==> src/rtl/postinc_pkg.sv <==
package postinc_pkg;

    typedef enum logic [1:0] {
        SZ_BYTE  = 2'd0,
        SZ_HALF  = 2'd1,
        SZ_WORD  = 2'd2,
        SZ_DWORD = 2'd3
    } acc_size_e;

    typedef enum logic [1:0] {
        FORM_DISP    = 2'd0,
        FORM_SCALED  = 2'd1,
        FORM_INDEXED = 2'd2,
        FORM_INDEX_ALT = 2'd3
    } off_form_e;

    typedef enum logic [1:0] {
        ST_IDLE,
        ST_ISSUE,
        ST_AWAIT,
        ST_REJECT
    } ctrl_state_e;

    typedef struct packed {
        logic      store;
        acc_size_e size;
        logic      sign;
    } op_ctl_t;

endpackage

==> src/rtl/postinc_next_base.sv <==
module postinc_next_base
    import postinc_pkg::*;
#(
    parameter int XLEN     = 64,
    parameter int DISP_W   = 16,
    parameter int SCALED_W = 14,
    parameter int SCALE_SH = 2
) (
    input  logic [XLEN-1:0] base,
    input  logic [XLEN-1:0] offset,
    input  off_form_e       form,
    output logic [XLEN-1:0] next_base
);
    localparam int SCALED_TOT = SCALED_W + SCALE_SH;

    logic [XLEN-1:0] disp_ext;
    logic [XLEN-1:0] scaled_ext;
    logic [XLEN-1:0] addend;

    // plain displacement: sign-extend the low field
    assign disp_ext = {{(XLEN-DISP_W){offset[DISP_W-1]}}, offset[DISP_W-1:0]};

    // scaled displacement: field shifted left, then sign-extended
    assign scaled_ext = {{(XLEN-SCALED_TOT){offset[SCALED_W-1]}},
                         offset[SCALED_W-1:0], {SCALE_SH{1'b0}}};

    always_comb begin
        unique case (form)
            FORM_DISP:   addend = disp_ext;
            FORM_SCALED: addend = scaled_ext;
            default:     addend = offset;
        endcase
    end

    assign next_base = base + addend;

endmodule

==> src/rtl/postinc_load_ext.sv <==
module postinc_load_ext
    import postinc_pkg::*;
#(
    parameter int XLEN = 64
) (
    input  acc_size_e       size,
    input  logic            sign,
    input  logic [XLEN-1:0] raw,
    output logic [XLEN-1:0] result
);
    localparam int NSZ = $clog2(XLEN/8) + 1;

    logic [XLEN-1:0] cand_zero [NSZ];
    logic [XLEN-1:0] cand_sign [NSZ];
    logic            use_sign;

    for (genvar g = 0; g < NSZ; g++) begin : g_width
        localparam int W = 8 << g;
        if (W < XLEN) begin : g_part
            assign cand_zero[g] = {{(XLEN-W){1'b0}},     raw[W-1:0]};
            assign cand_sign[g] = {{(XLEN-W){raw[W-1]}}, raw[W-1:0]};
        end else begin : g_full
            assign cand_zero[g] = raw;
            assign cand_sign[g] = raw;
        end
    end

    // signed variants exist only between byte and full width
    assign use_sign = sign && (int'(size) != 0) && (int'(size) != NSZ-1);

    assign result = use_sign ? cand_sign[size] : cand_zero[size];

endmodule

==> src/rtl/postinc_store_lane.sv <==
module postinc_store_lane
    import postinc_pkg::*;
#(
    parameter int XLEN = 64
) (
    input  acc_size_e         size,
    input  logic [XLEN-1:0]   data,
    output logic [XLEN-1:0]   wdata,
    output logic [XLEN/8-1:0] wstrb
);
    localparam int NSZ    = $clog2(XLEN/8) + 1;
    localparam int STRB_W = XLEN/8;

    logic [XLEN-1:0]   lane_data [NSZ];
    logic [STRB_W-1:0] lane_strb [NSZ];

    for (genvar g = 0; g < NSZ; g++) begin : g_lane
        localparam int W  = 8 << g;
        localparam int NB = 1 << g;
        if (W < XLEN) begin : g_part
            assign lane_data[g] = {{(XLEN-W){1'b0}}, data[W-1:0]};
            assign lane_strb[g] = {{(STRB_W-NB){1'b0}}, {NB{1'b1}}};
        end else begin : g_full
            assign lane_data[g] = data;
            assign lane_strb[g] = {STRB_W{1'b1}};
        end
    end

    assign wdata = lane_data[size];
    assign wstrb = lane_strb[size];

endmodule

==> src/rtl/postinc_ctrl.sv <==
module postinc_ctrl
    import postinc_pkg::*;
(
    input  logic clk,
    input  logic rst,
    input  logic op_valid,
    input  logic op_store,
    input  logic op_alias,
    input  logic cur_store,
    input  logic mem_req_ready,
    input  logic mem_rsp_valid,
    output logic op_ready,
    output logic capture,
    output logic op_bad,
    output logic mem_req_valid,
    output logic wb_data_en,
    output logic wb_base_en
);
    ctrl_state_e state_q, state_d;

    // state register
    always_ff @(posedge clk) begin
        if (rst) state_q <= ST_IDLE;
        else     state_q <= state_d;
    end

    // next state and outputs
    always_comb begin
        state_d       = state_q;
        op_ready      = 1'b0;
        capture       = 1'b0;
        op_bad        = 1'b0;
        mem_req_valid = 1'b0;
        wb_data_en    = 1'b0;
        wb_base_en    = 1'b0;
        unique case (state_q)
            ST_IDLE: begin
                op_ready = 1'b1;
                if (op_valid) begin
                    capture = 1'b1;
                    if (!op_store && op_alias) state_d = ST_REJECT;
                    else                       state_d = ST_ISSUE;
                end
            end
            ST_ISSUE: begin
                mem_req_valid = 1'b1;
                if (mem_req_ready) begin
                    if (cur_store) begin
                        wb_base_en = 1'b1;
                        state_d    = ST_IDLE;
                    end else begin
                        state_d    = ST_AWAIT;
                    end
                end
            end
            ST_AWAIT: begin
                if (mem_rsp_valid) begin
                    wb_data_en = 1'b1;
                    wb_base_en = 1'b1;
                    state_d    = ST_IDLE;
                end
            end
            ST_REJECT: begin
                op_bad  = 1'b1;
                state_d = ST_IDLE;
            end
        endcase
    end

endmodule

==> src/rtl/postinc_ldst.sv <==
module postinc_ldst
    import postinc_pkg::*;
#(
    parameter int XLEN  = 64,
    parameter int RIDX_W = 5
) (
    input  logic              clk,
    input  logic              rst,
    input  logic              op_valid,
    output logic              op_ready,
    input  logic              op_store,
    input  logic [1:0]        op_size,
    input  logic              op_signed,
    input  logic [1:0]        op_form,
    input  logic [XLEN-1:0]   op_base,
    input  logic [XLEN-1:0]   op_offset,
    input  logic [XLEN-1:0]   op_store_data,
    input  logic [RIDX_W-1:0] op_rt,
    input  logic [RIDX_W-1:0] op_ra,
    output logic              op_bad,
    output logic              mem_req_valid,
    input  logic              mem_req_ready,
    output logic              mem_req_write,
    output logic [XLEN-1:0]   mem_req_addr,
    output logic [1:0]        mem_req_size,
    output logic [XLEN-1:0]   mem_req_wdata,
    output logic [XLEN/8-1:0] mem_req_wstrb,
    input  logic              mem_rsp_valid,
    input  logic [XLEN-1:0]   mem_rsp_rdata,
    output logic              wb_data_en,
    output logic [RIDX_W-1:0] wb_data_idx,
    output logic [XLEN-1:0]   wb_data_val,
    output logic              wb_base_en,
    output logic [RIDX_W-1:0] wb_base_idx,
    output logic [XLEN-1:0]   wb_base_val
);
    localparam int STRB_W = XLEN/8;

    logic              capture;
    logic [XLEN-1:0]   next_base_c;
    logic [XLEN-1:0]   wdata_c;
    logic [STRB_W-1:0] wstrb_c;

    op_ctl_t           ctl_q;
    logic [XLEN-1:0]   base_q;
    logic [XLEN-1:0]   next_q;
    logic [XLEN-1:0]   wdata_q;
    logic [STRB_W-1:0] wstrb_q;
    logic [RIDX_W-1:0] rt_q;
    logic [RIDX_W-1:0] ra_q;

    postinc_next_base #(.XLEN(XLEN)) u_next (
        .base      (op_base),
        .offset    (op_offset),
        .form      (off_form_e'(op_form)),
        .next_base (next_base_c)
    );

    postinc_store_lane #(.XLEN(XLEN)) u_lane (
        .size  (acc_size_e'(op_size)),
        .data  (op_store_data),
        .wdata (wdata_c),
        .wstrb (wstrb_c)
    );

    postinc_ctrl u_ctrl (
        .clk           (clk),
        .rst           (rst),
        .op_valid      (op_valid),
        .op_store      (op_store),
        .op_alias      (op_rt == op_ra),
        .cur_store     (ctl_q.store),
        .mem_req_ready (mem_req_ready),
        .mem_rsp_valid (mem_rsp_valid),
        .op_ready      (op_ready),
        .capture       (capture),
        .op_bad        (op_bad),
        .mem_req_valid (mem_req_valid),
        .wb_data_en    (wb_data_en),
        .wb_base_en    (wb_base_en)
    );

    // operand capture: the incremented base is settled at acceptance
    always_ff @(posedge clk) begin
        if (rst) begin
            ctl_q   <= '0;
            base_q  <= '0;
            next_q  <= '0;
            wdata_q <= '0;
            wstrb_q <= '0;
            rt_q    <= '0;
            ra_q    <= '0;
        end else if (capture) begin
            ctl_q   <= '{store: op_store, size: acc_size_e'(op_size), sign: op_signed};
            base_q  <= op_base;
            next_q  <= next_base_c;
            wdata_q <= wdata_c;
            wstrb_q <= wstrb_c;
            rt_q    <= op_rt;
            ra_q    <= op_ra;
        end
    end

    postinc_load_ext #(.XLEN(XLEN)) u_ext (
        .size   (ctl_q.size),
        .sign   (ctl_q.sign),
        .raw    (mem_rsp_rdata),
        .result (wb_data_val)
    );

    assign mem_req_write = ctl_q.store;
    assign mem_req_addr  = base_q;
    assign mem_req_size  = ctl_q.size;
    assign mem_req_wdata = wdata_q;
    assign mem_req_wstrb = wstrb_q;
    assign wb_data_idx   = rt_q;
    assign wb_base_idx   = ra_q;
    assign wb_base_val   = next_q;

endmodule

==> config.mk <==
export PLATFORM = sky130hd
export DESIGN_NAME = postinc_ldst
export DESIGN_NICKNAME = d
export VERILOG_FILES = /design/src/rtl/postinc_pkg.sv /design/src/rtl/postinc_next_base.sv /design/src/rtl/postinc_load_ext.sv /design/src/rtl/postinc_store_lane.sv /design/src/rtl/postinc_ctrl.sv /design/src/rtl/postinc_ldst.sv
export SDC_FILE = /design/constraint.sdc
export NUM_CORES = 1
export LEC_CHECK = 0
export CAP_MARGIN = 10
export CORE_AREA = 2 2 220 222
export CTS_BUF_LIST = sky130_fd_sc_hd__clkbuf_8
export DETAILED_ROUTE_END_ITERATION = 6
export DIE_AREA = 0 0 222 224
export MAX_ROUTING_LAYER = met4
export SLEW_MARGIN = 20
export SYNTH_ARGS = -nofsm -noshare
export SYNTH_HDL_FRONTEND = slang
export SYNTH_HIERARCHICAL = 1
export SYNTH_SLANG_ARGS = --single-unit
==> constraint.sdc <==
create_clock -name clk -period 9.6 [get_ports clk]
set_input_delay 1.92 -clock clk [delete_from_list [all_inputs] [get_ports clk]]
set_output_delay 1.92 -clock clk [all_outputs]
set_load 0.01 [all_outputs]
[After elaboration in Yosys (flattened, before gate mapping)]
Index checks and enable logic that the tools add are counted.
Word-level totals
  word-level logic and storage cells: 62
  register bits: 216
Cells by class
  add/subtract/negate cells: 1
  $lt $le $gt $ge: 2
  bitwise logic cells: 2
  multiplexer cells: 30
  reduce and logical (&&, ||, !) cells: 8
  equality and inequality tests: 9
Operators with widths (count)
  64-bit 2-to-1 mux: 7
  64-bit binary-select mux with 2-bit select: 3
  64-bit one-hot mux with 2 select lines: 1
  64-bit adder: 1
  8-bit binary-select mux with 2-bit select: 1
  8-bit 2-to-1 mux: 2
  2-bit 2-to-1 mux: 5
  1-bit 2-to-1 mux: 9
  2-bit one-hot mux with 4 select lines: 1
  3-bit greater-or-equal comparator, second input constant: 2
  2-bit inequality test, second input constant: 3
  2-bit NOT with 3-bit output: 2
  5-bit == test: 1
  2-bit by 1-bit == test with 1-bit output, second input constant: 2
  2-bit == test, second input constant: 2
  2-bit zero test: 2
  1-bit logical AND: 3
  3-bit AND reduction: 1
  2-bit by 1-bit inequality test with 1-bit output, second input constant: 1
  1-bit one-hot mux with 2 select lines: 1
  2-bit nonzero test: 1
  1-bit zero test: 1

[Depth between registers and ports, before layout]
  depth after elaboration: 5
  depth in mapped cells: 18

[Cells and area by module]
Netlist, hierarchy kept.
By module, submodules not included
  postinc_ldst: instances 1, cells an instance 699, area each 7703.6 µm², sequential area each 4284.1 µm²
  postinc_next_base: instances 1, cells an instance 783, area each 4989.8 µm², sequential area each 0.0 µm²
  postinc_load_ext: instances 1, cells an instance 83, area each 670.6 µm², sequential area each 0.0 µm²
  postinc_store_lane: instances 1, cells an instance 83, area each 550.5 µm², sequential area each 0.0 µm²
  postinc_ctrl: instances 1, cells an instance 24, area each 200.2 µm², sequential area each 40.0 µm²

[Least setup slack after synthesis]
Ideal clock, no wire load.
  kind: in2reg
  start: in op_form[1]
  end: reg next_q[49] (netlist: wb_base_val[49])
  path buffers: 3
  arrival time: 5.236 ns
  stages on the path: 16
  setup slack: 4.237 ns
  cell sequence: clkbuf_1 > nor2b_1 > clkbuf_1 > clkbuf_1 > mux2_2 > ha_1 > a21oi_1 > o22ai_1 > a31o_1 > o41ai_4 > a2111oi_4 > o32ai_2 > o21ai_1 > xor2_1 > mux2i_1 > nor2_1
Between the ends
  cells in the longest elaborated chain, start to end: 3
Ends and longest elaborated chain
  start, declared: RTL line postinc_ldst.sv:14  | input logic [1:0] op_form,
  2-bit by 1-bit == test with 1-bit output or 2-bit zero test (tied branches): RTL line postinc_next_base.sv:28  | unique case (form)
  64-bit one-hot mux with 2 select lines (*): RTL line postinc_next_base.sv:28
  64-bit adder (*): RTL line postinc_next_base.sv:35  | assign next_base = base + addend;
  net next_base_c[49]: RTL line postinc_ldst.sv:40  | logic [XLEN-1:0] next_base_c;
  end signal, assigned: RTL line postinc_ldst.sv:96  | next_q <= next_base_c;
  end, declared: RTL line postinc_ldst.sv:46  | logic [XLEN-1:0] next_q;
The timed path passes the listed nets; every way through them passes the cells marked *.
A chain may end at the register's enable or synchronous reset.

[Worst setup path in the final report]
  start: in mem_rsp_rdata[31]
  end: out wb_data_val[63]
Between the ends
  cells in the longest elaborated chain, start to end: 4
Ends and longest elaborated chain
  start, declared: RTL line postinc_ldst.sv:29  | input logic [XLEN-1:0] mem_rsp_rdata,
  64-bit binary-select mux with 2-bit select: RTL line postinc_load_ext.sv:31  | assign result = use_sign ? cand_sign[size] : cand_zero[size];
  64-bit 2-to-1 mux (not written as such) (2 in a row): RTL line postinc_load_ext.sv:31
  64-bit 2-to-1 mux: RTL line postinc_load_ext.sv:31
  end, declared: RTL line postinc_ldst.sv:32  | output logic [XLEN-1:0] wb_data_val,
No other way between the ends. The select of a mux whose other input is x is not followed.

==> metrics <==
Setup TNS Final 0 ns; Post-Synth Simple-Gate Area 17.1%; Max Freq 0.174 GHz; synthesis-stage register bit count 216; largest net degree at the start of global routing 119; Slew headroom 30.6%; VDD IR max 0.000101 V; Core Area 47300 um^2; Final period util 59.7%; first-pass GRT wire length 82400 um; Worst Hold Launch wb_data_idx[1]; Cell Pwr Density 164 nW/um^2; HP Class flop to flop; largest family of logic cells by synthesized area compound AO/OA/AOI/OAI gates; synth warn 6; Synth top area share 30.6%; critical path's largest stage delay 0.65 ns; Iter 0 DRT Violations 618; FF-to-FF End mem_req_addr[41]; hpwl dp 42700 um; share of layout cells above drive strength 1 5.28%; Die ar. 49700 um^2; CTS tree built; RR Startpoint u_ctrl/state_q[0]; Via density 4.98; status finished, final reports clean; top_reg_cell synth dfxtp_1; Core Rows 80; Setup Fix Bufs, Post-CTS 0; endpoint type of the worst setup path output port; cell chain of the critical path clkdlybuf4s50_1 > and4b_2 > a211o_1 > clkdlybuf4s50_1; DR WL/cell 19.9 um; clk_lat worst skew 0.60 ns; # port buffers 542; max-slew violation count 0; RSZ-0062 raised after global routing no; Initial Util 29.8%; hold depth 2; Seq/Total Area, Yosys 30.6%; Min Clock Period, post-route 5.73 ns; Worst Path Max Fanout 32; WS Path Type primary input to output port; Final Hold Fails 0; Worst Path Arrival 3.81 ns; area leader, netlist dfxtp_1; Die W 222 um; R2R Setup Slk 6.67 ns; slew of the pin with the lowest slew margin 1.04 ns; Worst EP required 7.68 ns; Final Setup Violations 0; Final nets 2472; Layout area overhead 43.9%; Post-Route WL 55200 um; Clock transition at path regs 0.06 ns; Worst setup SP type primary input; clock sink total 216; Post-synth EDFFs 0; cts bufs inserted 45; CTS resizes 0; Synth Instances 1672; CTS HTree Levels 2; clock root buffer clkbuf_8; FFs w/ async S/R, synth 0%; grt total ovfl 0; Synth Area in Compound Gates 17.7%; Yosys cell types 80; hold_buf cts 0; Pwr Total 3330 uW; Most common cell on crit path clkdlybuf4s50_1; synthesized cell area 14100 um^2; total track usage 21.8%; Pre-antenna DRT Iters 5; CP bufs+invs 2; CP max-delay cell and4b_2; max cap viols 0; Post-DRT Antenna Nets 0; vias in the first global route 13.7k; Register-to-Register Path Depth 6; Syn Nets 2017; Synth Area in Adders 6.08%; DRC 0; synth top area cells dfxtp_1 (31%), mux2i_1 (15%), nor2_1 (7.1%), ha_1 (5.9%), a21oi_1 (4.4%); multiplexer area fraction after synthesis 16.2%; Bufs on Longest Clock Path 3; via count 13.8k; Clock Skew 0.0209 ns; GPL Wtd Cong 0.932; die extent in y 224 um; Synth Area in XOR/XNOR 3.35%; CP delay by family, top buffers and inverters; hold path endpoint wb_data_idx[1]; LEAKAGE 0.00872 uW; mean post-synth cell area 8.44 um^2; initial antenna violation count 4; Core Util, Final 42.9%; IO Count 559
[tightest hold or removal path, stage by stage, from the launching register on]
cell and delay (ns):
dfxtp_1 0.32, mux2i_1 0.06, nor2_1 0.07
[cell families after synthesis]
logic type / after synthesis
buffers and inverters: 213
multiplexers: 227
other: 1
flip-flops: 216
adder cells (fa/ha/maj): 68
AO/OA/AOI/OAI: 369
AND/OR/NAND/NOR: 524
XOR/XNOR: 54
[layer usage]
layer	vias up	track usage [%]	wire length [um]
met3	87	6.94	4530
met4	0	6.15	1370
met1	6487	25.4	22900
met5	-	-	0
met2	508	36.3	26400
li1	6765	-	-
[per-stage QoR]
| step | hold slack [ns] | instances | instance area [um^2] | worst slack [ns] |
|---|---|---|---|---|
| 2_1_floorplan | 0.468 | 1672 | 14100 | 4.24 |
| 3_3_place_gp | 0.472 | 2695 | 19400 | 3.11 |
| 3_5_place_dp | 0.480 | 2695 | 19400 | 3.05 |
| 4_1_cts | 0.494 | 2775 | 20300 | 3.54 |
| 5_1_grt | 0.510 | 2779 | 20300 | 3.73 |
| 6_report | 0.488 | 2779 | 20300 | 3.87 |
[placed cells by master (no fill, tap or decap), drive strengths merged, types with 50 or more instances in the layout]
cell type,count
dfxtp,216
o21ai,50
mux2i,214
nand2,69
ha,67
clkdlybuf4s50,540
nor2,268
clkbuf,53
inv,85
a21oi,125
[final cells by class]
class / instances / area, um^2
Antenna cell: 4 / 10.0
Clock buffer: 53 / 729
Clock inverter: 27 / 149
Fill cell: 4768 / 27000
Inverter: 70 / 263
Multi-Input combinational cell: 1243 / 8560
Sequential cell: 216 / 4320
Tap cell: 615 / 769
Timing Repair Buffer: 551 / 5500
[cell usage after synthesis (24+ instances only)]
library cell,count
a21oi_1,123
ha_1,67
mux2i_1,214
nand3_1,25
xnor2_1,30
a21o_1,46
and3_1,38
and2_1,33
buf_4,33
xor2_1,24
o21ai_0,40
a211o_1,39
nor2_1,268
inv_1,70
nand2_1,69
clkbuf_1,43
dfxtp_1,216
[how the worst max path moves through the flow]
stage	from	end	slack (ns)	cells after the start
floorplan	op_form[1]	wb_base_val[49]	4.24	16
global placement	op_form[0]	wb_base_val[55]	3.11	14
detailed placement	op_form[0]	wb_base_val[55]	3.05	14
CTS	mem_rsp_rdata[31]	wb_data_val[63]	3.54	4
global route	op_form[0]	wb_base_val[57]	3.73	14
finish	mem_rsp_rdata[31]	wb_data_val[63]	3.87	4
[registers in the layout (all words and copies together), names as in the netlist]
| register | count |
|---|---|
| wb_base_val | 64 |
| wb_base_idx | 5 |
| mem_req_wstrb | 8 |
| wb_data_idx | 5 |
| ctl_q | 1 |
| mem_req_addr | 64 |
| mem_req_size | 2 |
| mem_req_write | 1 |
| mem_req_wdata | 64 |
| u_ctrl/state_q | 2 |
[where the power goes]
| group | leakage (uW) | internal (uW) | total (uW) | switching (uW) |
|---|---|---|---|---|
| clock network | 0.000507 | 527 | 961 | 434 |
| logic | 0.00644 | 642 | 1300 | 657 |
| registers | 0.00177 | 1000 | 1070 | 67.7 |
No activity file was read; power rests on OpenSTA's default activity.
